### config.mk
export PLATFORM = sky130hd
export DESIGN_NAME = irq_msg_ctrl
export DESIGN_NICKNAME = d
export VERILOG_FILES = /design/src/rtl/irq_msg_pkg.sv /design/src/rtl/irq_edge_track.sv /design/src/rtl/irq_regfile.sv /design/src/rtl/irq_msg_queue.sv /design/src/rtl/irq_msg_ctrl.sv
export SDC_FILE = /design/constraint.sdc
export NUM_CORES = 1
export LEC_CHECK = 0
export BUFFER_PORTS_ARGS = -buffer_cell sky130_fd_sc_hd__buf_4
export CAP_MARGIN = 0
export CORE_MARGIN = 3
export CORE_UTILIZATION = 56
export CTS_BUF_LIST = sky130_fd_sc_hd__clkbuf_16
export CTS_CLUSTER_SIZE = 40
export DETAILED_ROUTE_END_ITERATION = 6
export PLACE_DENSITY = 0.8
export SYNTH_ARGS = -nofsm -noshare
export SYNTH_HDL_FRONTEND = slang
export SYNTH_SLANG_ARGS = --single-unit
### constraint.sdc
create_clock -name clk -period 2.7 [get_ports clk]
set_input_delay 0.405 -clock clk [delete_from_list [all_inputs] [get_ports clk]]
set_output_delay 0.405 -clock clk [all_outputs]
set_load 0.005 [all_outputs]
### src/rtl/irq_msg_pkg.sv
// Package: register index encoding and shared widths for the interrupt collector.
package irq_msg_pkg;
    localparam int WORD_W    = 32;
    localparam int REG_IDX_W = 3;
    localparam int DATA_BITS = 5;   // low target bits carried as message data

    typedef enum logic [REG_IDX_W-1:0] {
        REG_LEVEL = 3'd0,
        REG_PEND  = 3'd1,
        REG_MASK  = 3'd2,
        REG_CLASS = 3'd3,
        REG_TGT0  = 3'd4,
        REG_TGT1  = 3'd5,
        REG_REQ0  = 3'd6,
        REG_REQ1  = 3'd7
    } irq_reg_e;
endpackage

### src/rtl/irq_edge_track.sv
// Level tracker: registers each source line and flags a rise when the line
// is high while the stored level is still low.
// Assumes src_i is already synchronous to clk.
module irq_edge_track #(
    parameter int NUM_SRC = 11
) (
    input  logic               clk,
    input  logic               rst_n,
    input  logic [NUM_SRC-1:0] src_i,
    output logic [NUM_SRC-1:0] lvl_o,
    output logic [NUM_SRC-1:0] rise_o
);
    logic [NUM_SRC-1:0] lvl_q;

    // Purpose: capture the current source levels every cycle.
    always_ff @(posedge clk) begin
        if (!rst_n) lvl_q <= '0;
        else        lvl_q <= src_i;
    end

    // Purpose: new rise = line high while recorded level is low.
    always_comb begin
        rise_o = src_i & ~lvl_q;
    end

    assign lvl_o = lvl_q;
endmodule

### src/rtl/irq_regfile.sv
// Register file: mask, class, two packed targets and the pending register.
// Also provides the read multiplexer.
// Assumes one access per cycle on the register port. Pending clears on any
// access to its index, and edges arriving in that same cycle are kept.
module irq_regfile
    import irq_msg_pkg::*;
#(
    parameter int          NUM_SRC  = 11,
    parameter logic [31:0] TGT_INIT = 32'hFFF8_0003
) (
    input  logic                 clk,
    input  logic                 rst_n,
    input  logic                 cfg_en,
    input  logic                 cfg_wr,
    input  logic [REG_IDX_W-1:0] cfg_idx,
    input  logic [WORD_W-1:0]    cfg_wdata,
    output logic [WORD_W-1:0]    cfg_rdata,
    output logic                 cfg_rvalid,
    input  logic [NUM_SRC-1:0]   lvl_i,
    input  logic [NUM_SRC-1:0]   rise_i,
    output logic [NUM_SRC-1:0]   mask_o,
    output logic [NUM_SRC-1:0]   cls_o,
    output logic [NUM_SRC-1:0]   pend_o,
    output logic [WORD_W-1:0]    tgt0_o,
    output logic [WORD_W-1:0]    tgt1_o
);
    logic [NUM_SRC-1:0] mask_q, cls_q, pend_q;
    logic [WORD_W-1:0]  tgt0_q, tgt1_q;
    logic [WORD_W-1:0]  rd_mux;
    logic               do_wr, do_rd, pend_clr;
    irq_reg_e           idx;

    assign idx      = irq_reg_e'(cfg_idx);
    assign do_wr    = cfg_en && cfg_wr;
    assign do_rd    = cfg_en && !cfg_wr;
    assign pend_clr = cfg_en && (idx == REG_PEND);

    // Purpose: software-writable configuration; read-only indices drop writes.
    always_ff @(posedge clk) begin
        if (!rst_n) begin
            mask_q <= '0;
            cls_q  <= '0;
            tgt0_q <= TGT_INIT;
            tgt1_q <= TGT_INIT;
        end else if (do_wr) begin
            case (idx)
                REG_MASK:  mask_q <= cfg_wdata[NUM_SRC-1:0];
                REG_CLASS: cls_q  <= cfg_wdata[NUM_SRC-1:0];
                REG_TGT0:  tgt0_q <= cfg_wdata;
                REG_TGT1:  tgt1_q <= cfg_wdata;
                default:   ;
            endcase
        end
    end

    // Purpose: sticky rise flags, cleared by any access to the pending index.
    always_ff @(posedge clk) begin
        if (!rst_n) pend_q <= '0;
        else        pend_q <= (pend_clr ? '0 : pend_q) | rise_i;
    end

    // Purpose: select the register addressed by a read.
    always_comb begin
        case (idx)
            REG_LEVEL: rd_mux = WORD_W'(lvl_i);
            REG_PEND:  rd_mux = WORD_W'(pend_q);
            REG_MASK:  rd_mux = WORD_W'(mask_q);
            REG_CLASS: rd_mux = WORD_W'(cls_q);
            REG_TGT0:  rd_mux = tgt0_q;
            REG_TGT1:  rd_mux = tgt1_q;
            REG_REQ0:  rd_mux = WORD_W'(lvl_i & mask_q & ~cls_q);
            REG_REQ1:  rd_mux = WORD_W'(lvl_i & mask_q & cls_q);
            default:   rd_mux = '0;
        endcase
    end

    // Purpose: register the read data so it is valid one cycle after the access.
    always_ff @(posedge clk) begin
        if (!rst_n) begin
            cfg_rdata  <= '0;
            cfg_rvalid <= 1'b0;
        end else begin
            cfg_rvalid <= do_rd;
            if (do_rd) cfg_rdata <= rd_mux;
        end
    end

    assign mask_o = mask_q;
    assign cls_o  = cls_q;
    assign pend_o = pend_q;
    assign tgt0_o = tgt0_q;
    assign tgt1_o = tgt1_q;

    // after a clear, only edges seen in the clearing cycle may remain.
    a_r5_clear_keeps_only_new: assert property (@(posedge clk) disable iff (!rst_n)
        pend_clr |=> ((pend_q & ~$past(rise_i)) == '0));
endmodule

### src/rtl/irq_msg_queue.sv
// Message queue: one outstanding flag per source plus the class captured at
// the edge. The lowest queued source is loaded into a single output slot,
// which holds until it is acknowledged. The target register is read when a
// message is loaded. A repeat edge on a source already queued merges.
module irq_msg_queue
    import irq_msg_pkg::*;
#(
    parameter int NUM_SRC = 11
) (
    input  logic               clk,
    input  logic               rst_n,
    input  logic [NUM_SRC-1:0] fire_i,
    input  logic [NUM_SRC-1:0] cls_i,
    input  logic [WORD_W-1:0]  tgt0_i,
    input  logic [WORD_W-1:0]  tgt1_i,
    output logic               msg_req,
    output logic [WORD_W-1:0]  msg_addr,
    output logic [WORD_W-1:0]  msg_data,
    input  logic               msg_ack
);
    logic [NUM_SRC-1:0] mq_q, mcls_q;
    logic [NUM_SRC-1:0] pick, take;
    logic               slot_free, load, pick_cls;
    logic [WORD_W-1:0]  sel_tgt;

    // Purpose: isolate the lowest queued source and choose its target.
    always_comb begin
        pick      = mq_q & (~mq_q + 1'b1);
        slot_free = !msg_req || msg_ack;
        load      = slot_free && (|mq_q);
        take      = load ? pick : '0;
        pick_cls  = |(pick & mcls_q);
        sel_tgt   = pick_cls ? tgt1_i : tgt0_i;
    end

    // Purpose: record new unmasked edges and retire the one being issued.
    always_ff @(posedge clk) begin
        if (!rst_n) begin
            mq_q   <= '0;
            mcls_q <= '0;
        end else begin
            mq_q   <= (mq_q & ~take) | fire_i;
            mcls_q <= (mcls_q & ~fire_i) | (cls_i & fire_i);
        end
    end

    // Purpose: output slot holding one write request until acknowledged.
    always_ff @(posedge clk) begin
        if (!rst_n) begin
            msg_req  <= 1'b0;
            msg_addr <= '0;
            msg_data <= '0;
        end else if (load) begin
            msg_req  <= 1'b1;
            msg_addr <= {sel_tgt[WORD_W-1:DATA_BITS], {DATA_BITS{1'b0}}};
            msg_data <= WORD_W'(sel_tgt[DATA_BITS-1:0]);
        end else if (msg_ack) begin
            msg_req  <= 1'b0;
        end
    end

    // an unacknowledged request keeps its contents.
    a_r8_hold_until_ack: assert property (@(posedge clk) disable iff (!rst_n)
        (msg_req && !msg_ack) |=> (msg_req && $stable(msg_addr) && $stable(msg_data)));

    // a new request only starts from a queued source.
    a_r9_issue_from_queue: assert property (@(posedge clk) disable iff (!rst_n)
        $rose(msg_req) |-> $past(|mq_q));

    // a freshly issued message carries one of the two targets, split.
    a_r7_target_split: assert property (@(posedge clk) disable iff (!rst_n)
        $rose(msg_req) |->
            (({msg_addr[WORD_W-1:DATA_BITS], msg_data[DATA_BITS-1:0]} == $past(tgt0_i)) ||
             ({msg_addr[WORD_W-1:DATA_BITS], msg_data[DATA_BITS-1:0]} == $past(tgt1_i))));
endmodule

### src/rtl/irq_msg_ctrl.sv
// Top: interrupt collector that turns unmasked rising source levels into
// 32-bit write messages. Combines the level tracker, the register file and
// the message queue. Assumes synchronous sources and a single master slot.
module irq_msg_ctrl
    import irq_msg_pkg::*;
#(
    parameter int          NUM_SRC  = 11,
    parameter logic [31:0] MSG_BASE = 32'hFFF8_0000
) (
    input  logic                 clk,
    input  logic                 rst_n,
    input  logic [NUM_SRC-1:0]   src_i,
    input  logic                 cfg_en,
    input  logic                 cfg_wr,
    input  logic [REG_IDX_W-1:0] cfg_idx,
    input  logic [WORD_W-1:0]    cfg_wdata,
    output logic [WORD_W-1:0]    cfg_rdata,
    output logic                 cfg_rvalid,
    output logic                 msg_req,
    output logic [WORD_W-1:0]    msg_addr,
    output logic [WORD_W-1:0]    msg_data,
    input  logic                 msg_ack
);
    localparam logic [31:0] TGT_INIT = MSG_BASE + 32'd3;

    logic [NUM_SRC-1:0] lvl, rise, mask, cls, pend, fire;
    logic [WORD_W-1:0]  tgt0, tgt1;

    irq_edge_track #(.NUM_SRC(NUM_SRC)) u_edge (
        .clk(clk), .rst_n(rst_n), .src_i(src_i), .lvl_o(lvl), .rise_o(rise)
    );

    irq_regfile #(.NUM_SRC(NUM_SRC), .TGT_INIT(TGT_INIT)) u_regs (
        .clk(clk), .rst_n(rst_n),
        .cfg_en(cfg_en), .cfg_wr(cfg_wr), .cfg_idx(cfg_idx), .cfg_wdata(cfg_wdata),
        .cfg_rdata(cfg_rdata), .cfg_rvalid(cfg_rvalid),
        .lvl_i(lvl), .rise_i(rise),
        .mask_o(mask), .cls_o(cls), .pend_o(pend), .tgt0_o(tgt0), .tgt1_o(tgt1)
    );

    // Purpose: only unmasked edges become messages.
    always_comb begin
        fire = rise & mask;
    end

    irq_msg_queue #(.NUM_SRC(NUM_SRC)) u_queue (
        .clk(clk), .rst_n(rst_n),
        .fire_i(fire), .cls_i(cls), .tgt0_i(tgt0), .tgt1_i(tgt1),
        .msg_req(msg_req), .msg_addr(msg_addr), .msg_data(msg_data), .msg_ack(msg_ack)
    );

    // a pending bit can only newly appear where the level was low.
    a_r3_pend_needs_low_level: assert property (@(posedge clk) disable iff (!rst_n)
        ((pend & ~$past(pend) & $past(lvl)) == '0));
endmodule

---- Word-level counts from Yosys, hierarchy flattened ----
Cells that the tools add are included.
W data, S select, Z words.
cells by class
  add/sub/neg operators ................... 1
  equality and inequality tests ........... 7
  multiplexer cells ....................... 6
  bitwise logic cells ..................... 18
  reduce and logical (&&, ||, !) cells .... 15
operators with widths
  kind                     number
  $pmux W32 S8             1
  $and A11 B11 Y11         8
  $not A11 Y11             4
  $or A11 B11 Y11          3
  $and A32 B11 Y32         1
  $and A32 B32 Y32         1
  $mux W32                 1
  $not A11 Y32             1
  $mux W11                 2
  $reduce_or A11 Y1        2
  $eq A3 B3 Y1 const B     4
  $add A11 B1 Y11 const B  1
  $reduce_and A2 Y1        4
  $eq A3 B2 Y1 const B     2
  $logic_and A1 B1 Y1      4
  $eq A3 B1 Y1 const B     1
  $logic_not A3 Y1         1
  $logic_not A1 Y1         2
  $mux W1                  2
  $reduce_bool A2 Y1       1
  $logic_or A1 B1 Y1       1
word-level totals
  register bits after elaboration ......... 196
  input bits .............................. 51
  output and inout port bits .............. 98

---- Logic depth before layout (Yosys ltp) ----
Gate-level depths: netlist (run 1).
  word-level depth ........................ 7
  depth in mapped cells ................... 8
  gate-level depth less buffers ........... 5

---- Cells and area by module ----
From an unflattened synthesis (run 1), not the netlist that was laid out.
unflattened totals
  cell total of the unflattened synthesis .. 1011
  area total of the unflattened synthesis .. 8655.8 um^2
by module, submodules not included
  module          times used  cells each  area an instance (um^2)  seq. area each (um^2)
  irq_regfile     1           644         5410.2                   2602.5
  irq_msg_queue   1           322         2807.7                   1101.1
  irq_edge_track  1           34          369.1                    220.2
  irq_msg_ctrl    1           11          68.8                     0.0

---- Worst setup path after synthesis (run 1) ----
OpenSTA, ideal clock, no wires.
  path type ............................... reg2reg
  start point ............................. register u_queue.mq_q[0]
  end point ............................... register u_queue.mq_q[8]
  arrival time ............................ 1789 ps
  required time ........................... 2578 ps
  slack ................................... 789 ps
  stages on the path, launching flop included .. 6
  path through ............................ dfxtp_1 or3_4 or4_1 or3_4 o31ai_1 a21oi_1
on the way
  longest elaborated chain between the ends .. 7
  elaborated cells between the ends (all ways) .. 9
RTL lines
  item                      RTL line             RTL
  start: declaration        irq_msg_queue.sv:21  logic [NUM_SRC-1:0] mq_q, mcls_q;
  start signal: assignment  irq_msg_queue.sv:42  mq_q <= (mq_q & ~take) | fire_i;
  $not A11 Y11              irq_msg_queue.sv:28  pick = mq_q & (~mq_q + 1'b1);
  $add A11 B1 Y11           irq_msg_queue.sv:28
  $and A11 B11 Y11          irq_msg_queue.sv:28
  $mux W11 *                irq_msg_queue.sv:31  take = load ? pick : '0;
  $not A11 Y11 *            irq_msg_queue.sv:42
  $and A11 B11 Y11 *        irq_msg_queue.sv:42
  $or A11 B11 Y11 *         irq_msg_queue.sv:42
Mark *: on every way between the ends. The rest lies on a longest branch, timed or not.
A chain may end at the register's enable or synchronous reset.

---- Final worst setup path (run 1) ----
  start point ............................. register u_queue.mq_q[6]
  end point ............................... register u_queue.msg_addr[5]
on the way
  longest elaborated chain between the ends .. 6
  elaborated cells between the ends (all ways) .. 8
RTL lines
  item                    RTL line             RTL
  $not A11 Y11            irq_msg_queue.sv:28
  $add A11 B1 Y11         irq_msg_queue.sv:28
  $and A11 B11 Y11        irq_msg_queue.sv:28
  $and A11 B11 Y11        irq_msg_queue.sv:32  pick_cls = |(pick & mcls_q);
  $reduce_or A11 Y1       irq_msg_queue.sv:32
  $mux W32                irq_msg_queue.sv:33  sel_tgt = pick_cls ? tgt1_i : tgt0_i;
  end signal: assignment  irq_msg_queue.sv:55  msg_addr <= {sel_tgt[WORD_W-1:DATA_BITS], {DATA_BITS{1'b0}}};
  end: declaration        irq_msg_queue.sv:17  output logic [WORD_W-1:0] msg_addr,
Parallel ways exist; a longest one is shown, timed or not.

==> results of run 1 <==
-- power breakdown --
group / switching [mW] / total, mW / internal (mW)
Clock: 1.14 / 2.51 / 1.37
Combinational: 0.284 / 0.483 / 0.199
Sequential: 0.0434 / 3.00 / 2.96
Total: 1.46 / 5.99 / 4.53
-- state kept, by name, summed over array words and instances, names as in the netlist, named ones only --
register,count
u_edge.lvl_o,11
u_queue.mq_q,11
u_queue.msg_addr,27
u_queue.msg_data,5
u_queue.msg_req,1
u_regs.cfg_rdata,32
u_regs.cfg_rvalid,1
u_regs.cls_o,11
u_regs.mask_o,11
u_regs.pend_o,11
u_regs.tgt0_o,32
u_regs.tgt1_o,32
-- worst max-delay path: cells and delay by family, from the launching register on --
kind                   cells  cell delay [ns]
AND/OR/NAND/NOR            3             1.17
flip-flops                 1             0.36
AO/OA/AOI/OAI              2             0.32
buffers and inverters      1             0.29
-- kinds of logic after synthesis --
logic type	Yosys count
AND/OR/NAND/NOR	408
flip-flops	196
AO/OA/AOI/OAI	188
buffers and inverters	144
XOR/XNOR	11
multiplexers	60
other	1
-- Yosys cell counts (2+ instances only) --
cell,n,area [sq um]
sky130_fd_sc_hd__buf_4,32,240
sky130_fd_sc_hd__o221ai_1,2,17.5
sky130_fd_sc_hd__a221oi_1,3,26.3
sky130_fd_sc_hd__o211ai_1,9,67.6
sky130_fd_sc_hd__inv_1,33,124
sky130_fd_sc_hd__or3_4,3,33.8
sky130_fd_sc_hd__nand4_1,32,200
sky130_fd_sc_hd__xnor2_1,11,96.3
sky130_fd_sc_hd__mux2i_1,36,360
sky130_fd_sc_hd__nand3_1,51,255
sky130_fd_sc_hd__o31ai_1,2,15.0
sky130_fd_sc_hd__o21ai_0,4,20.0
sky130_fd_sc_hd__buf_2,7,35.0
sky130_fd_sc_hd__nor2b_1,15,93.8
sky130_fd_sc_hd__a22oi_1,21,158
sky130_fd_sc_hd__o22ai_1,3,18.8
sky130_fd_sc_hd__buf_6,4,45.0
sky130_fd_sc_hd__nor3_1,4,20.0
sky130_fd_sc_hd__mux2_2,24,270
sky130_fd_sc_hd__nor2_1,62,233
sky130_fd_sc_hd__a31oi_1,12,75.1
sky130_fd_sc_hd__a21oi_1,88,440
sky130_fd_sc_hd__nand2b_1,6,37.5
sky130_fd_sc_hd__o221ai_2,30,450
sky130_fd_sc_hd__and2_1,13,81.3
sky130_fd_sc_hd__a221o_1,8,80.1
sky130_fd_sc_hd__buf_1,5,18.8
sky130_fd_sc_hd__o21ai_1,2,10.0
sky130_fd_sc_hd__clkbuf_1,62,233
sky130_fd_sc_hd__dfxtp_1,196,3920
sky130_fd_sc_hd__nand2_1,204,766
sky130_fd_sc_hd__nor3b_1,11,82.6
-- area by class of cell --
cell class	count	area, sq um
tap	184	230
sequential	196	3920
clock inverter	15	154
clock buffer	17	425
multi-input combinational	699	4180
timing repair buffer	133	1040
inverter	34	129
fill	1181	4730
-- worst paths after layout --
| path | start | depth (start not counted) | slack [ns] | end |
|---|---|---|---|---|
| hold / removal | src_i[4] | 2 | 0.17 | u_edge.lvl_o[4]$_SDFF_PN0_ |
| setup / recovery | u_queue.mq_q[6]$_SDFF_PN0_ | 6 | 0.47 | u_queue.msg_addr[5]$_SDFFE_PN0P_ |
| hold reg to reg | register | 2 | 0.47 | register |
| setup reg to reg | u_queue.mq_q[6]$_SDFF_PN0_ | 6 | 0.47 | u_queue.msg_addr[5]$_SDFFE_PN0P_ |
-- metal layers --
layer	vias up	wire length, um	track usage (%)
met3	41	1350	5.28
met5	-	0	0
met1	3555	9410	34.1
li1	3570	-	-
met4	0	539	10.1
met2	287	11000	42.9
==> report_table.html, run 1 <==
<table>
<tr><th>Metric</th><th>Value</th></tr>
<tr><th colspan="2">Status</th></tr>
<tr><td>Status</td><td>completed</td></tr>
<tr><th colspan="2">Detailed routing</th></tr>
<tr><td>Count of TritonRoute iterations in the first routing pass</td><td>5</td></tr>
<tr><td>Number of remaining DRC errors</td><td>0</td></tr>
<tr><td>Routed vias</td><td>~7500</td></tr>
<tr><td>Initial DRC Count</td><td>665</td></tr>
<tr><td>Drt total wl</td><td>roughly 22000 um</td></tr>
<tr><td>Per-cell routed wire length</td><td>17.5 um</td></tr>
<tr><td>Number of vias per cell after detailed routing</td><td>5.83</td></tr>
<tr><td>Remaining number of nets flagged by the antenna check after routing</td><td>0</td></tr>
<tr><th colspan="2">Layout</th></tr>
<tr><td>Area added between synthesis and finish</td><td>16.4%</td></tr>
<tr><td>Proportion of layout cells with a drive suffix above 1</td><td>between 20% and 30%</td></tr>
<tr><td>Most common cell after layout, fill and taps aside</td><td>sky130_fd_sc_hd__nand2_1</td></tr>
<tr><td>Commonest cells after routing, fill and taps aside</td><td>sky130_fd_sc_hd__nand2_1, sky130_fd_sc_hd__dfxtp_1, sky130_fd_sc_hd__buf_4</td></tr>
<tr><td>Post-route cell area</td><td>a little over 0.01 sq mm</td></tr>
<tr><td>Layout Utilization</td><td>between 60% and 70%</td></tr>
<tr><td>ANT cells</td><td>0</td></tr>
<tr><td>Final non-filler cell total</td><td>about 1300</td></tr>
<tr><td>Number of nets in the layout</td><td>1132</td></tr>
<tr><th colspan="2">Yosys</th></tr>
<tr><td>Compound-gate portion of the synthesized area</td><td>16.5%</td></tr>
<tr><td>Leading register cell type out of synthesis</td><td>sky130_fd_sc_hd__dfxtp_1</td></tr>
<tr><td>Main combinational cell family by area after synthesis</td><td>simple AND/OR/NAND/NOR gates</td></tr>
<tr><td>Total of warnings raised by yosys</td><td>0</td></tr>
<tr><td>Count of state elements after synthesis</td><td>approximately 200</td></tr>
<tr><td>Synth Area in Adders</td><td>0%</td></tr>
<tr><td>Count of flip-flops with a built-in enable after synthesis</td><td>0</td></tr>
<tr><td>Mapped Cells</td><td>1008</td></tr>
<tr><td>Async SR Flop Fraction</td><td>0%</td></tr>
<tr><td>Synth Area per Inst</td><td>~8.6 sq um</td></tr>
<tr><td>XOR/XNOR share of the synthesized area</td><td>about 1.1%</td></tr>
<tr><td>Area share of and/or/nand/nor cells after synthesis</td><td>~22%</td></tr>
<tr><td>Cell area after synthesis</td><td>between 0.008 and 0.009 sq mm</td></tr>
<tr><td>Count of cell types in the netlist</td><td>45</td></tr>
<tr><td>Multiplexer share of the synthesized area</td><td>around 7.3%</td></tr>
<tr><td>Seq/Total Area, Yosys</td><td>45.3%</td></tr>
<tr><th colspan="2">GRT</th></tr>
<tr><td>Largest net degree at the start of global routing</td><td>approximately 120</td></tr>
<tr><td>Antenna violations before repair</td><td>0</td></tr>
<tr><td>Number of global-route vias before repair</td><td>about 6900</td></tr>
<tr><td>Grt total ovfl</td><td>0</td></tr>
<tr><td>Global-route usage over all layers</td><td>about a quarter</td></tr>
<tr><td>Global-route wire length before repair</td><td>34900 um</td></tr>
<tr><th colspan="2">Clock network</th></tr>
<tr><td>Clock slew seen by the registers of the worst setup and hold paths</td><td>0.07 ns</td></tr>
<tr><td>Number of buffers on the longest clock path</td><td>2</td></tr>
<tr><td>Clock buffers created by TritonCTS</td><td>17</td></tr>
<tr><td>Clock Sinks</td><td>between 150 and 200</td></tr>
<tr><td>Cells resized by post-CTS repair</td><td>0</td></tr>
<tr><td>Postcts setup bufs</td><td>0</td></tr>
<tr><td>H-Tree Depth</td><td>4</td></tr>
<tr><td>Clock root buffer master</td><td>sky130_fd_sc_hd__clkbuf_16</td></tr>
<tr><td>Clock Latency Late Sink</td><td>roughly 0.44 ns</td></tr>
<tr><td>CTS hold repair buffers</td><td>0</td></tr>
<tr><td>Clock tree from TritonCTS</td><td>done</td></tr>
<tr><th colspan="2">Timing</th></tr>
<tr><td>Post-layout worst setup margin</td><td>0.466 ns</td></tr>
<tr><td>Worst relative slew slack</td><td>between 20 and 25%</td></tr>
<tr><td>Transition time of the tightest slew-check pin</td><td>1.17 ns</td></tr>
<tr><td>Final-report hold violation count</td><td>0</td></tr>
<tr><td>Worst hold-check slack</td><td>0.170 ns</td></tr>
<tr><td>Setup_tns</td><td>0 ns</td></tr>
<tr><td>Number of max-slew violations in the final report</td><td>0</td></tr>
<tr><td>Top achievable clock speed</td><td>~450 MHz</td></tr>
<tr><td>Final period util</td><td>between 80 and 90%</td></tr>
<tr><td>Minimum clock period after layout</td><td>2.23 ns</td></tr>
<tr><td>Count of endpoints failing setup in the final report</td><td>0</td></tr>
<tr><td>Setup Skew</td><td>just over 0.01 ns</td></tr>
<tr><td>RSZ-0062 raised after global routing</td><td>false</td></tr>
<tr><th colspan="2">Floorplanning</th></tr>
<tr><td>Die Height</td><td>approximately 130 um</td></tr>
<tr><td>Site Rows</td><td>between 40 and 50</td></tr>
<tr><td>Die area</td><td>approximately 0.017 sq mm</td></tr>
<tr><td>Top-level I/O count</td><td>between 100 and 150</td></tr>
<tr><td>Initial core utilization</td><td>roughly three fifths</td></tr>
<tr><td>Floorplan Core Area</td><td>roughly 0.015 sq mm</td></tr>
<tr><td>Die width</td><td>~130 um</td></tr>
<tr><th colspan="2">Placed design</th></tr>
<tr><td>Placed Cells</td><td>1246</td></tr>
<tr><td>Final estimated routing congestion in global placement</td><td>~0.83</td></tr>
<tr><td>Area after DPL</td><td>between 0.009 and 0.01 sq mm</td></tr>
<tr><td>Post-placement setup slack</td><td>approximately 0.22 ns</td></tr>
<tr><td>Post-detail-place hpwl</td><td>14500 um</td></tr>
<tr><td>Total of buffers placed on input and output ports</td><td>~120</td></tr>
<tr><th colspan="2">Worst setup path</th></tr>
<tr><td>Critical Path Source Type</td><td>register</td></tr>
<tr><td>Kind of critical path</td><td>register to register</td></tr>
<tr><td>Critical Path AT</td><td>about 2.6 ns</td></tr>
<tr><td>Ordered list of cells on the worst path</td><td>or3_4 -&gt; nor4_4 -&gt; a21oi_1 -&gt; nand2b_2 -&gt; buf_12 -&gt; o221ai_2</td></tr>
<tr><td>Required time worst endpoint</td><td>between 3 and 4 ns</td></tr>
<tr><td>Library cell contributing the largest single delay on the critical path</td><td>sky130_fd_sc_hd__nand2b_2</td></tr>
<tr><td>Largest fanout of any net on the critical path</td><td>19</td></tr>
<tr><td>Longest individual stage delay on the worst path</td><td>around 0.45 ns</td></tr>
<tr><td>Capturing element type of the critical path</td><td>register</td></tr>
<tr><th colspan="2">Power</th></tr>
<tr><td>Static power due to leakage</td><td>between 3 and 4 nW</td></tr>
<tr><td>Power per standard cell area</td><td>approximately 590 mW/mm^2</td></tr>
<tr><td>Overall Power</td><td>about 6 mW</td></tr>
<tr><td>Worst voltage drop across the vdd grid</td><td>0.000454 V</td></tr>
<tr><th colspan="2">Run</th></tr>
<tr><td>Max-capacitance violation count</td><td>0</td></tr>
<tr><th colspan="2">Min path</th></tr>
<tr><td>Worst hold path class</td><td>input pin to register</td></tr>
</table>
Power figures use the tool's default switching activity.
==> run 2, diff against run 1 <==
--- a/config.mk
+++ b/config.mk
@@ -5,14 +5,15 @@
 export SDC_FILE = /design/constraint.sdc
 export NUM_CORES = 1
 export LEC_CHECK = 0
+export ABC_AREA = 1
 export BUFFER_PORTS_ARGS = -buffer_cell sky130_fd_sc_hd__buf_4
 export CAP_MARGIN = 0
 export CORE_MARGIN = 3
-export CORE_UTILIZATION = 56
+export CORE_UTILIZATION = 51
 export CTS_BUF_LIST = sky130_fd_sc_hd__clkbuf_16
 export CTS_CLUSTER_SIZE = 40
 export DETAILED_ROUTE_END_ITERATION = 6
-export PLACE_DENSITY = 0.8
+export PLACE_DENSITY = 0.76
 export SYNTH_ARGS = -nofsm -noshare
 export SYNTH_HDL_FRONTEND = slang
 export SYNTH_SLANG_ARGS = --single-unit
==> constraint.sdc (replaced) <==
create_clock -name clk -period 1.83 [get_ports clk]
set_input_delay 0.2745 -clock clk [delete_from_list [all_inputs] [get_ports clk]]
set_output_delay 0.2745 -clock clk [all_outputs]
set_load 0.005 [all_outputs]
==> run 2 against run 1 <==
  * Final cell count increased by 24%
  * Power is 57% higher
  * Sequential power is 52% higher
  * Sequential share of layout area shrank 1.7 points
  * Non-clock buffer count grew 40
  * Utilization fell by 4.6 points
  * Sequential cell count is the same
  * Register-to-register slack worse by 0.35 ns
  * Count of clock-buffer cells in the layout unchanged
  * Synthesized cell count rose by 22%
  * Die area rose by 9.8%
==> report_table.html, run 2 <==
<table>
<tr><th>Metric</th><th>Value</th></tr>
<tr><th colspan="2">Layout</th></tr>
<tr><td>Most common cell after layout, fill and taps aside</td><td>sky130_fd_sc_hd__nand2_1</td></tr>
<tr><td>Layout Utilization</td><td>approximately 63%</td></tr>
<tr><td>ANT cells</td><td>0</td></tr>
<tr><td>Number of nets in the layout</td><td>1403</td></tr>
<tr><td>Final non-filler cell total</td><td>roughly 1600</td></tr>
<tr><td>Proportion of layout cells with a drive suffix above 1</td><td>between 15 and 20%</td></tr>
<tr><td>Area added between synthesis and finish</td><td>21.3%</td></tr>
<tr><td>Commonest cells after routing, fill and taps aside</td><td>sky130_fd_sc_hd__nand2_1, sky130_fd_sc_hd__dfxtp_1, sky130_fd_sc_hd__buf_4</td></tr>
<tr><th colspan="2">Yosys</th></tr>
<tr><td>Synth Area per Inst</td><td>7.07 sq um</td></tr>
<tr><td>Leading cell type by number of instances after synthesis</td><td>sky130_fd_sc_hd__nand2_1</td></tr>
<tr><td>Leading register cell type out of synthesis</td><td>sky130_fd_sc_hd__dfxtp_1</td></tr>
<tr><td>Async SR Flop Fraction</td><td>0%</td></tr>
<tr><td>Count of state elements after synthesis</td><td>about 200</td></tr>
<tr><td>Share of the synthesized area in the top cell type</td><td>45.1%</td></tr>
<tr><td>Seq/Total Area, Yosys</td><td>between 40% and 50%</td></tr>
<tr><td>Total of warnings raised by yosys</td><td>0</td></tr>
<tr><td>Count of flip-flops with a built-in enable after synthesis</td><td>0</td></tr>
<tr><td>Cell types with the largest area share after synthesis</td><td>sky130_fd_sc_hd__dfxtp_1, sky130_fd_sc_hd__nand2_1, sky130_fd_sc_hd__a21oi_1</td></tr>
<tr><td>Top cells by count, synth</td><td>sky130_fd_sc_hd__nand2_1, sky130_fd_sc_hd__dfxtp_1, sky130_fd_sc_hd__inv_1</td></tr>
<tr><td>Cell area after synthesis</td><td>slightly below 0.009 sq mm</td></tr>
<tr><td>Mapped Cells</td><td>approximately 1200</td></tr>
<tr><td>Count of cell types in the netlist</td><td>28</td></tr>
<tr><td>Dominant cell type by area after synthesis</td><td>sky130_fd_sc_hd__dfxtp_1</td></tr>
<tr><th colspan="2">Power</th></tr>
<tr><td>Worst voltage drop across the vdd grid</td><td>0.000697 V</td></tr>
<tr><td>Static power due to leakage</td><td>roughly 5 nW</td></tr>
<tr><td>Power per standard cell area</td><td>about 890 mW/mm^2</td></tr>
<tr><td>Overall Power</td><td>between 9 and 10 mW</td></tr>
<tr><th colspan="2">Worst setup path</th></tr>
<tr><td>Required time worst endpoint</td><td>roughly 2.2 ns</td></tr>
<tr><td>Startpoint of the lowest-slack register-to-register path</td><td>u_queue.mq_q[1]$_SDFF_PN0_</td></tr>
<tr><td>Crit path from</td><td>u_queue.mq_q[1]$_SDFF_PN0_</td></tr>
<tr><td>Critical Path Source Type</td><td>register</td></tr>
<tr><td>Critical Path AT</td><td>approximately 2.1 ns</td></tr>
<tr><td>Capturing element type of the critical path</td><td>register</td></tr>
<tr><td>Largest fanout of any net on the critical path</td><td>44</td></tr>
<tr><td>Number of cells traversed by the worst register-to-register path</td><td>12</td></tr>
<tr><td>Kind of critical path</td><td>register to register</td></tr>
<tr><th colspan="2">Clock network</th></tr>
<tr><td>Clock slew seen by the registers of the worst setup and hold paths</td><td>0.07 ns</td></tr>
<tr><td>Clock tree from TritonCTS</td><td>done</td></tr>
<tr><td>Clock buffers created by TritonCTS</td><td>17</td></tr>
<tr><td>Clock Latency Late Sink</td><td>0.44 ns</td></tr>
<tr><td>H-Tree Depth</td><td>4</td></tr>
<tr><td>Clock Sinks</td><td>~200</td></tr>
<tr><td>Number of buffers on the longest clock path</td><td>2</td></tr>
<tr><td>Clock root buffer master</td><td>sky130_fd_sc_hd__clkbuf_16</td></tr>
<tr><th colspan="2">GRT</th></tr>
<tr><td>Grt total ovfl</td><td>0</td></tr>
<tr><td>Number of global-route vias before repair</td><td>~7600</td></tr>
<tr><td>Antenna violations before repair</td><td>0</td></tr>
<tr><td>Global-route usage over all layers</td><td>between 20 and 30%</td></tr>
<tr><td>Global-route wire length before repair</td><td>37600 um</td></tr>
<tr><td>Largest net degree at the start of global routing</td><td>67</td></tr>
<tr><th colspan="2">Placed design</th></tr>
<tr><td>Post-detail-place hpwl</td><td>around 16000 um</td></tr>
<tr><td>Total of buffers placed on input and output ports</td><td>116</td></tr>
<tr><td>Placed Cells</td><td>~1500</td></tr>
<tr><td>Post-placement setup slack</td><td>-0.150 ns</td></tr>
<tr><td>Final estimated routing congestion in global placement</td><td>0.914</td></tr>
<tr><th colspan="2">Detailed routing</th></tr>
<tr><td>Per-cell routed wire length</td><td>approximately 15 um</td></tr>
<tr><td>Number of vias per cell after detailed routing</td><td>between 5 and 6</td></tr>
<tr><td>Initial DRC Count</td><td>around 710</td></tr>
<tr><td>Drt total wl</td><td>24200 um</td></tr>
<tr><td>Number of remaining DRC errors</td><td>0</td></tr>
<tr><td>Routed vias</td><td>8370</td></tr>
<tr><td>Count of TritonRoute iterations in the first routing pass</td><td>5</td></tr>
<tr><td>Remaining number of nets flagged by the antenna check after routing</td><td>0</td></tr>
<tr><th colspan="2">Timing</th></tr>
<tr><td>Minimum clock period after layout</td><td>1.72 ns</td></tr>
<tr><td>Final period util</td><td>a little over nine tenths</td></tr>
<tr><td>Transition time of the tightest slew-check pin</td><td>roughly 0.61 ns</td></tr>
<tr><td>Setup Skew</td><td>between 0.01 and 0.015 ns</td></tr>
<tr><td>Post-layout worst setup margin</td><td>between 0.1 and 0.15 ns</td></tr>
<tr><td>Final-report hold violation count</td><td>0</td></tr>
<tr><td>Number of max-slew violations in the final report</td><td>0</td></tr>
<tr><td>Top achievable clock speed</td><td>about 580 MHz</td></tr>
<tr><td>Worst relative slew slack</td><td>~60%</td></tr>
<tr><td>Count of endpoints failing setup in the final report</td><td>0</td></tr>
<tr><th colspan="2">Floorplanning</th></tr>
<tr><td>Site Rows</td><td>47</td></tr>
<tr><td>Floorplan Core Area</td><td>around 0.017 sq mm</td></tr>
<tr><td>Die area</td><td>around 0.019 sq mm</td></tr>
<tr><td>Initial core utilization</td><td>a little over half</td></tr>
<tr><td>Die width</td><td>approximately 140 um</td></tr>
<tr><td>Top-level I/O count</td><td>between 100 and 150</td></tr>
<tr><td>Die Height</td><td>~140 um</td></tr>
<tr><th colspan="2">Run</th></tr>
<tr><td>Max-capacitance violation count</td><td>0</td></tr>
<tr><th colspan="2">Min path</th></tr>
<tr><td>Launch instance of the worst min-delay path</td><td>src_i[9]</td></tr>
<tr><td>Hold-critical path depth</td><td>3</td></tr>
<tr><td>Worst hold path class</td><td>input pin to register</td></tr>
<tr><th colspan="2">Status</th></tr>
<tr><td>Status</td><td>completed</td></tr>
</table>
-- run 2: cell types whose count changed after synthesis, sizes merged, moves of 20 or more --
cell,change
inv,+132
o21ai,+128
nor2,+51
nand3,+48
a21oi,+45
mux2i,-36
nand4,-32
nand2,+29
mux2,-24
o221ai,-24
a22oi,-21
clkbuf,-20
-- run 2: worst paths after layout --
path | endpoint | slack [ns]
setup / recovery | u_queue.msg_addr[17]$_SDFFE_PN0P_ | 0.11
setup reg to reg | u_queue.msg_addr[17]$_SDFFE_PN0P_ | 0.11
hold reg to reg | register | 0.45
hold / removal | u_edge.lvl_o[9]$_SDFF_PN0_ | 0.03
-- run 2: repair_timing --
item | in CTS | in global routing
gates cloned | 2 | 0
pin swaps | 2 | 6
resized for setup | 0 | 12
endpoints found under the setup margin | 32 | 32
hold buffers | 0 | 0
hold endpoints to repair | 0 | 0
buffers inserted | 5 | 5
-- run 2: where the power goes --
part	leakage [nW]	internal, mW	total (mW)	switching [mW]
clock network	0.286	2.03	3.73	1.70
registers	1.60	4.45	4.56	0.111
logic	3.08	0.477	1.12	0.642
-- run 2: cell families after synthesis --
group | synth area share [%]
simple gates | 21.4
compound gates | 19.0
other cells | 0.0431
flops | 45.1
xor+xnor | 0.705
buf+inv | 13.7
-- run 2: final cells by class --
class	instances	area, sq um
fillers	1507	6090
well taps	220	275
clock buffers	17	425
repair buffers	173	1390
flip-flops and latches	196	3930
clock inverters	15	154
multi-input cells	796	3750
inverters	168	632
-- run 2: metal layers --
layer	routed length, um	vias up	GRT usage (%)	share of wire, %
li1	-	4131	-	-
met1	10400	3834	34.7	43
met2	11200	353	40.9	46
met3	1880	52	4.93	7.8
met4	607	0	9.35	2.5
met5	0	-	0	0
-- run 2: through the flow --
| stage | TNS [ns] | hold slack (ns) | instance area (sq um) |
|---|---|---|---|
| 6_report | 0 | 0.0310 | 10600 |
| 5_1_grt | -0.0567 | 0.0384 | 10600 |
| 4_1_cts | 0 | 0.0181 | 10500 |
| 3_5_place_dp | -4.26 | 0.441 | 9840 |
| 3_3_place_gp | -3.02 | 0.436 | 9840 |
| 2_1_floorplan | 0 | 0.368 | 8810 |
-- run 2: critical path, stage by stage, from the launching register on --
cell	delay, ns
sky130_fd_sc_hd__dfxtp_2	0.35
sky130_fd_sc_hd__nor2_4	0.18
sky130_fd_sc_hd__nand2_4	0.10
sky130_fd_sc_hd__nor2_4	0.13
sky130_fd_sc_hd__buf_4	0.12
sky130_fd_sc_hd__nand2_2	0.07
sky130_fd_sc_hd__o21ai_4	0.09
sky130_fd_sc_hd__inv_2	0.08
sky130_fd_sc_hd__buf_12	0.18
sky130_fd_sc_hd__nor2_1	0.12
sky130_fd_sc_hd__nor2_1	0.06
sky130_fd_sc_hd__nand2_1	0.08
sky130_fd_sc_hd__inv_1	0.03
